File: src/rtl/fts_sram_pkg.sv
package fts_sram_pkg;
  localparam int LANE_W  = 8;
  localparam int BURST_W = 2;
  typedef enum logic [1:0] {CYC_HOLD, CYC_ADV, CYC_LOAD} cyc_kind_e;
endpackage

File: src/rtl/fts_burst_addr.sv
module fts_burst_addr
  import fts_sram_pkg::*;
#(
  parameter int ADDR_W = 6
) (
  input  logic              clk,
  input  logic              rst,
  input  logic [ADDR_W-1:0] addr,
  input  logic              adsp_n,
  input  logic              adsc_n,
  input  logic              cs1_n,
  input  logic              cs2,
  input  logic              cs3_n,
  input  logic              adv_n,
  output logic [ADDR_W-1:0] eff_addr,
  output logic              eff_sel,
  output logic              fresh,
  output logic [ADDR_W-1:0] cur_addr,
  output logic              sel_q
);
  localparam int HI_W = ADDR_W - BURST_W;

  cyc_kind_e kind;
  logic      picked;

  always_comb begin
    if (!adsc_n || (!adsp_n && !cs1_n)) kind = CYC_LOAD;
    else if (!adv_n)                    kind = CYC_ADV;
    else                                kind = CYC_HOLD;
    picked = !cs1_n && cs2 && !cs3_n;
    case (kind)
      CYC_LOAD: begin
        eff_addr = addr;
        eff_sel  = picked;
      end
      CYC_ADV: begin
        eff_addr = {cur_addr[BURST_W +: HI_W],
                    cur_addr[BURST_W-1:0] + BURST_W'(1)};
        eff_sel  = sel_q;
      end
      default: begin
        eff_addr = cur_addr;
        eff_sel  = sel_q;
      end
    endcase
    fresh = (kind == CYC_LOAD) && picked && !sel_q;
  end

  always_ff @(posedge clk) begin
    if (rst) begin
      cur_addr <= '0;
      sel_q    <= 1'b0;
    end else begin
      cur_addr <= eff_addr;
      sel_q    <= eff_sel;
    end
  end
endmodule

File: src/rtl/fts_lane_dec.sv
module fts_lane_dec #(
  parameter int LANES = 4
) (
  input  logic             sel,
  input  logic             gw_n,
  input  logic             bwe_n,
  input  logic [LANES-1:0] bsel_n,
  output logic [LANES-1:0] lane_we
);
  always_comb begin
    if (!sel)        lane_we = '0;
    else if (!gw_n)  lane_we = '1;
    else if (!bwe_n) lane_we = ~bsel_n;
    else             lane_we = '0;
  end
endmodule

File: src/rtl/fts_lane_ram.sv
module fts_lane_ram #(
  parameter int ADDR_W = 6,
  parameter int WIDTH  = 8
) (
  input  logic              clk,
  input  logic              we,
  input  logic [ADDR_W-1:0] waddr,
  input  logic [WIDTH-1:0]  wdata,
  input  logic [ADDR_W-1:0] raddr,
  output logic [WIDTH-1:0]  rdata
);
  localparam int DEPTH = 1 << ADDR_W;

  logic [WIDTH-1:0] mem [DEPTH];

  always_ff @(posedge clk) begin
    if (we) mem[waddr] <= wdata;
  end

  assign rdata = mem[raddr];
endmodule

File: src/rtl/fts_out_gate.sv
module fts_out_gate (
  input  logic clk,
  input  logic rst,
  input  logic eff_sel,
  input  logic wrote,
  input  logic fresh,
  input  logic oe_n,
  output logic dout_en
);
  logic rd_ok_q;

  always_ff @(posedge clk) begin
    if (rst) rd_ok_q <= 1'b0;
    else     rd_ok_q <= eff_sel && !wrote && !fresh;
  end

  assign dout_en = rd_ok_q && !oe_n;
endmodule

File: src/rtl/fts_burst_sram.sv
module fts_burst_sram
  import fts_sram_pkg::*;
#(
  parameter int ADDR_W = 6,
  parameter int LANES  = 4
) (
  input  logic                      clk,
  input  logic                      rst,
  input  logic [ADDR_W-1:0]         addr,
  input  logic                      adsp_n,
  input  logic                      adsc_n,
  input  logic                      cs1_n,
  input  logic                      cs2,
  input  logic                      cs3_n,
  input  logic                      adv_n,
  input  logic                      gw_n,
  input  logic                      bwe_n,
  input  logic [LANES-1:0]          bsel_n,
  input  logic                      oe_n,
  input  logic [LANES*LANE_W-1:0]   din,
  output logic [LANES*LANE_W-1:0]   dout,
  output logic                      dout_en
);
  logic [ADDR_W-1:0] eff_addr;
  logic [ADDR_W-1:0] cur_addr;
  logic              eff_sel;
  logic              sel_q;
  logic              fresh;
  logic [LANES-1:0]  lane_we;

  fts_burst_addr #(.ADDR_W(ADDR_W)) u_addr (
    .clk(clk), .rst(rst), .addr(addr),
    .adsp_n(adsp_n), .adsc_n(adsc_n),
    .cs1_n(cs1_n), .cs2(cs2), .cs3_n(cs3_n), .adv_n(adv_n),
    .eff_addr(eff_addr), .eff_sel(eff_sel), .fresh(fresh),
    .cur_addr(cur_addr), .sel_q(sel_q)
  );

  fts_lane_dec #(.LANES(LANES)) u_dec (
    .sel(eff_sel), .gw_n(gw_n), .bwe_n(bwe_n), .bsel_n(bsel_n),
    .lane_we(lane_we)
  );

  for (genvar g = 0; g < LANES; g++) begin : g_lane
    fts_lane_ram #(.ADDR_W(ADDR_W), .WIDTH(LANE_W)) u_ram (
      .clk(clk), .we(lane_we[g]), .waddr(eff_addr),
      .wdata(din[g*LANE_W +: LANE_W]),
      .raddr(cur_addr),
      .rdata(dout[g*LANE_W +: LANE_W])
    );
  end

  fts_out_gate u_gate (
    .clk(clk), .rst(rst), .eff_sel(eff_sel), .wrote(|lane_we),
    .fresh(fresh), .oe_n(oe_n), .dout_en(dout_en)
  );
endmodule

File: config.mk
export PLATFORM = sky130hd
export DESIGN_NAME = fts_burst_sram
export DESIGN_NICKNAME = d
export VERILOG_FILES = /design/src/rtl/fts_sram_pkg.sv /design/src/rtl/fts_burst_addr.sv /design/src/rtl/fts_lane_dec.sv /design/src/rtl/fts_lane_ram.sv /design/src/rtl/fts_out_gate.sv /design/src/rtl/fts_burst_sram.sv
export SDC_FILE = /design/constraint.sdc
export NUM_CORES = 2
export LEC_CHECK = 0
export BUFFER_PORTS_ARGS = -buffer_cell sky130_fd_sc_hd__buf_2
export CORE_UTILIZATION = 40
export CTS_CLUSTER_DIAMETER = 30
export CTS_CLUSTER_SIZE = 14
export DETAILED_ROUTE_END_ITERATION = 16
export HOLD_SLACK_MARGIN = 0.03
export PLACE_DENSITY = 0.57
export SYNTH_ARGS = -nofsm -noshare
export SYNTH_HDL_FRONTEND = slang
export SYNTH_SLANG_ARGS = --single-unit
export TNS_END_PERCENT = 5
File: constraint.sdc
create_clock -name clk -period 3.52 [get_ports clk]
set_input_delay 0.528 -clock clk [delete_from_list [all_inputs] [get_ports clk]]
set_output_delay 0.528 -clock clk [all_outputs]
set_load 0.1 [all_outputs]
* After elaboration in Yosys (flattened, before gate mapping)
Memory sizes are Yosys's and may differ from the RTL's. A register that Yosys moved wholly into a read port is not among the register bits.
Cells that the tools add are included.
** Operators by class
- Add/subtract/negate cells :: 1
- Equal/unequal tests :: 2
- Muxes and demuxes :: 19
- Bitwise operators :: 1
- Reductions and logical operators :: 18
** Operators by type and width (number)
- $mux 6 :: 4
- $mux 4 :: 3
- $pmux 6 s2 :: 1
- $mux 1 :: 10
- $logic_and 1x1->1 :: 8
- $logic_not 1->1 :: 8
- $not 4->4 :: 1
- $reduce_or 4->1 :: 1
- $add 2x1->2 const B :: 1
- $eq 2x1->1 const B :: 1
- $eq 2x2->1 const B :: 1
- $mux 2 :: 1
- $logic_or 1x1->1 :: 1
** Storage, ports and cells
- Flip-flop bits (word level) :: 8
- RAM bits :: 2048
- Input bits :: 53
- Output and inout port bits :: 33
- Logic and storage cells :: 48
- Memories kept :: 4
** Memory list
- g_lane[0].u_ram.mem :: depth 64, width 8, rd ports 1, clocked after memory_dff 1, wr ports 1, line fts_lane_ram.sv:14 : logic [WIDTH-1:0] mem [DEPTH];
- g_lane[1].u_ram.mem :: depth 64, width 8, rd ports 1, clocked after memory_dff 1, wr ports 1, line fts_lane_ram.sv:14
- g_lane[2].u_ram.mem :: depth 64, width 8, rd ports 1, clocked after memory_dff 1, wr ports 1, line fts_lane_ram.sv:14
- g_lane[3].u_ram.mem :: depth 64, width 8, rd ports 1, clocked after memory_dff 1, wr ports 1, line fts_lane_ram.sv:14

* Longest topological paths before layout
- Depth in word-level cells :: 11
- Gate-level depth with buffers :: 8
- Mapped depth without buffers :: 4

* By module
From an unflattened synthesis, not the netlist that was laid out.
** Second synthesis, totals
- Cells, all modules :: 3772
- Area, all modules :: 80440.9 um2
** By module, submodules not included
- fts_lane_ram :: times used 4, cells an instance 932, area an instance 20006.7 um2, seq. area each 15374.7 um2
- fts_burst_addr :: times used 1, cells an instance 32, area an instance 320.3 um2, seq. area each 140.1 um2
- fts_lane_dec :: times used 1, cells an instance 8, area an instance 45.0 um2, seq. area each 0.0 um2
- fts_out_gate :: times used 1, cells an instance 3, area an instance 41.3 um2, seq. area each 20.0 um2
- fts_burst_sram :: times used 1, cells an instance 1, area an instance 7.5 um2, seq. area each 0.0 um2

* Worst setup path after synthesis
No wires, ideal clock.
- Kind :: input-to-reg
- Start :: input cs1_n
- End :: memory g_lane[0].u_ram.mem[12][0] (enable)
- Library setup time :: 0.395 ns
- Arrival time :: 2.620 ns
- Required time :: 3.125 ns
- Slack :: 0.505 ns
- Stages :: 6
- Buffers on the path :: 2
- Cells stage by stage :: o21ai_4 mux2_2 or3_1 clkbuf_1 buf_2 nor4_1
** Between the ends
- Longest elaborated chain between the ends :: 9
- Elaborated cells on any way between the ends :: 13
- Classes of those cells :: 2 x eq/ne; 6 x mux; 5 x reduce/logical
** Ends and longest elaborated chain
- start: declaration :: line fts_burst_sram.sv:12 : input logic cs1_n,
- $logic_not 1->1 * :: line fts_burst_addr.sv:27, fts_burst_addr.sv:30
- $logic_and 1x1->1 :: line fts_burst_addr.sv:27 : if (!adsc_n || (!adsp_n && !cs1_n)) kind = CYC_LOAD;
- $logic_or 1x1->1 :: line fts_burst_addr.sv:27
- $mux 2 :: line fts_burst_addr.sv:27
- $eq 2x2->1 :: line fts_burst_addr.sv:31 : case (kind)
- $mux 1 :: line fts_burst_addr.sv:31
- $mux 4 :: line fts_lane_dec.sv:11 : if (!sel) lane_we = '0;
- $mux 1 :: line fts_lane_ram.sv:17 : if (we) mem[waddr] <= wdata;
- $mux 1 (not written as such) :: line fts_lane_ram.sv:17
- end: declaration :: line fts_lane_ram.sv:14
Mark *: on every way between the ends. The rest lies on a longest branch, timed or not.

==> results.md <==
- The distinct cell type count after synthesis is 41.
- The summed negative setup slack over all endpoints is -11.37 ns.
- For the worst-skew pair, the clock arrives at the later sink with an insertion delay of 0.96 ns.
- The floorplan step set the die width to 448.8 um.
- The hold violation count in the final report was 0.
- The number of diodes added for antenna fixing is 0.
- The sequential cell area fraction in the yosys report is 0.7721.
- The number of storage elements in the synthesis netlist is 2,056.
- The worst setup path is launched from a register.
- In the global route stage, overall resource usage came out at 0.2172.
- From bottom edge to top edge, the die measures 448.8 um.
- The number of H-tree levels is 5.
- In this run the worst path has a maximum fanout of 8.
- The register-to-register setup slack is 0.57 ns.
- The number of max-capacitance violations reported is 0.
- The area of the core region is 0.1978 mm^2.
- Of the total synthesized cell area, the portion taken by XOR and XNOR cells is 0.0003290.
- By count the netlist is led by 2,048 x edfxtp_1, 512 x mux4_2, 206 x nor4_1.
- In the routed design, unresolved DRC markers number 0.
- In the final layout, the multi-input gates occupy 0.01869 mm^2.
- In the synthesized netlist the async set-or-reset flop fraction comes to 0.
- The via count of the first global-routing pass is 44,210.
- The critical register-to-register path endpoint is g_lane[1].u_ram.mem[62][2]$_DFFE_PP_.
- The maximum number of buffers from clock root to sink is 4.
- The clock root buffer is clkbuf_16.
- STA classifies the critical path endpoint as an output port.
- In this run the tool buffered the top-level ports with 85 buffer cells.
- The maximum number of pins on one net before global-route repair is 65.
- The initial antenna violation count came to 19.
- CTS saw 2,056 sinks.
- The Yosys warning count is 0.
- The maximum ir drop on the vdd rail is 0.0005137 V.
- The net count after synthesis is 3,660.
- After detailed placement, the total cell area comes to 0.08837 mm^2.
- The number of antenna-violating nets in the routed design is 0.
- The worst hold path terminates at g_lane[2].u_ram.mem[12][2]$_DFFE_PP_.
- The final number of setup-violating endpoints is 32.
- Along the worst hold path, the cell count comes to 1.
- The complex-gate fraction of the synthesized area is 0.02896.
- The portion of netlist area occupied by mux cells is 0.1492.
- The worst hold path belongs to the class in -> reg.
- Power spread over the standard cell area amounts to 679.2 mW/mm^2.
- The count of nets after finishing is 4,533.
- The TritonCTS clock tree is built.
- Of the total synthesized cell area, the portion taken by full adders, half adders and majority gates is 0.
- For this block, the initial DRC count from the detailed router was 4,474.
- For this run, the detailed router's first-pass iteration total came to 6.
- The number of enable-type register cells in the synthesized netlist is 2,048.
- The worst setup path is of the reg -> out kind.
- The share of final-layout standard cells stronger than drive strength 1 is 0.4716.
- Dividing the final minimum period by the clock period gives 1.127.
- The length in cells of the worst reg-to-reg path is 6.
- Before CTS, the worst setup slack after placement is -0.003570 ns.
- The worst path setup slack after routing is -0.4472 ns.
- The congestion estimate from routability-driven global placement came to 0.7760.
- Yosys attributes the largest share of cell area to edfxtp_1 77%, mux4_2 14%, nor4_1 1.6%, a22oi_1 1.2%, nor4_2 0.78%.
- The half-perimeter wire length after placement is 136,100 um.
- The detailed-route vias per instance is 5.748.
- Of the post-synthesis cell area, the dominant cell type holds 0.7701.
- At the worst endpoint, the required time is 2.99 ns.
- The startpoint identified for the worst hold timing path is din[18].
- The sequential cell area is 0.06167 mm^2.
- Setup repair after global routing could not meet its margin everywhere.
- With fillers left out, the area of the finished cells amounts to 0.1051 mm^2.
- The startpoint of the worst-slack reg-to-reg timing path is u_addr.cur_addr[4]$_SDFF_PP0_.
- The post-route clock skew is 0.06097 ns.
- The worst path in the final design needs a cycle of 3.967 ns, including I/O delays and setup.
- The wire length of the first global-routing pass is 317,300 um.
- The biggest area consumer among synthesized cells is edfxtp_1.
- Clock-pin slew was measured on the worst setup and hold paths at 0.05 ns.
- The synthesized instance count is 3,607.
- Static timing analysis puts the maximum clock frequency at 252.1 MHz.
- The total CTS buffers is 419.
- The post-synthesis instance area is 0.07985 mm^2.
- The worst relative slew slack is 0.1294.
- The post-synthesis average cell area is 22.14 um^2.
- For this configuration, the core starts out at a cell density of 0.4037.
- The final reports fail on setup timing.
- The number of max-slew violations in the final report is 0.
- The synthesis-to-layout area growth is 31.63%.
- The remaining global-route overflow is 0.
- The final design utilization is 0.5313.
- The main combinational cell family by area after synthesis is multiplexers.
- Summed over all layers, the routed wires come to 220,900 um.
- The count of pins on the block boundary is 86.
- For the worst setup path, the data arrival time is 3.44 ns.
- The flow ran to the end, but the final reports show violations.
- The leakage power of the design is 0.03381 uW.
- The most used flip-flop cell after synthesis is edfxtp_1.
- The row count is 163.
- The overall power of the completed layout is 71,390 uW.
- Of the total synthesized cell area, the portion taken by AND, OR, NAND and NOR gates is 0.03290.
- The detail-routed net length per standard cell is 29.64 um.
- The cell with the most instances after synthesis is edfxtp_1.
- The number of vias after detailed routing is 42,840.
- The pin slew with the least headroom to its limit is 1.306 ns.
- The floorplan step defined a die boundary enclosing 0.2014 mm^2.
- The number of inserted filler cells in the final layout is 15,190.
-- state kept, by name, summed over array words and instances (netlist names) --
signal            count
g_lane.u_ram.mem   2048
u_addr.cur_addr       6
u_addr.sel_q          1
u_gate.rd_ok_q        1
-- layout by cell type, fill, tap and decap left out, types with 53 or more instances in the layout --
cell,synthesis,final
buf_4,6,526
clkinv_2,0,69
a22oi_2,0,63
buf_2,117,53
a22oi_1,128,65
nor4_1,206,127
buf_12,0,91
edfxtp_1,2048,2048
bufinv_16,0,59
nor4_2,50,129
mux4_2,512,512
clkbuf_16,0,435
-- layer usage --
layer,up-vias,wire (um),global-route usage
li1,17650,-,-
met1,22950,90580,0.2967
met3,395,14790,0.03712
met5,-,16,0
met4,2,5596,0.06810
met2,1837,109900,0.3560
-- cells by family (layout without fill, tap and decap cells) --
family          count (synthesis)  in the layout
compound gates                303            303
mux                           550            550
xor+xnor                        3              3
simple gates                  402            402
buf+inv                       293           1499
flops                        2056           2056
-- through the flow --
stage	hold slack, ns	std cells
final	0.09816	7453
after global routing	0.08517	7453
after floorplan	0.4634	3607
after global placement	0.6766	6613
after detailed placement	0.6786	6613
after CTS	0.04451	7409
-- worst max path at each step --
stage,startpoint,to,cells past startpoint
after floorplan,cs1_n,g_lane[0].u_ram.mem[12][0]$_DFFE_PP_,6
after global placement,u_addr.cur_addr[0]$_SDFF_PP0_,dout[15],8
after detailed placement,u_addr.cur_addr[0]$_SDFF_PP0_,dout[15],8
after CTS,u_addr.cur_addr[0]$_SDFF_PP0_,dout[1],8
after global routing,u_addr.cur_addr[1]$_SDFF_PP0_,dout[30],9
final,u_addr.cur_addr[0]$_SDFF_PP0_,dout[5],9
-- power breakdown --
group          leakage, uW  internal (uW)  switching (uW)
combinational      0.00859           2060            3370
clock              0.00675          26300           12600
sequential          0.0185          27000            25.5
-- final cells by class --
class	count	share of cell area
tap	2640	0.03143
multi-input combinational	1258	0.1778
clock inverter	285	0.03032
sequential	2056	0.5867
clock buffer	469	0.1032
timing repair buffer	744	0.07047
inverter	1	0.00003571
-- critical path, stage by stage, from the launching register on --
cell     delay, ns
dfxtp_4       0.44
buf_12        0.19
buf_16        0.16
buf_16        0.15
buf_12        0.14
mux4_2        0.50
a22oi_2       0.30
nand3_2       0.20
o211a_4       0.22
buf_12        0.17
-- timing repair --
action	4_1_cts	5_1_grt
gates cloned	8	9
buffers inserted	27	37
hold buffers	7	0
resized for setup	193	136
endpoints found under the setup margin	32	32
endpoints found under the hold margin	7	0
pin swaps	18	39
(Power assumes the default switching activity.)
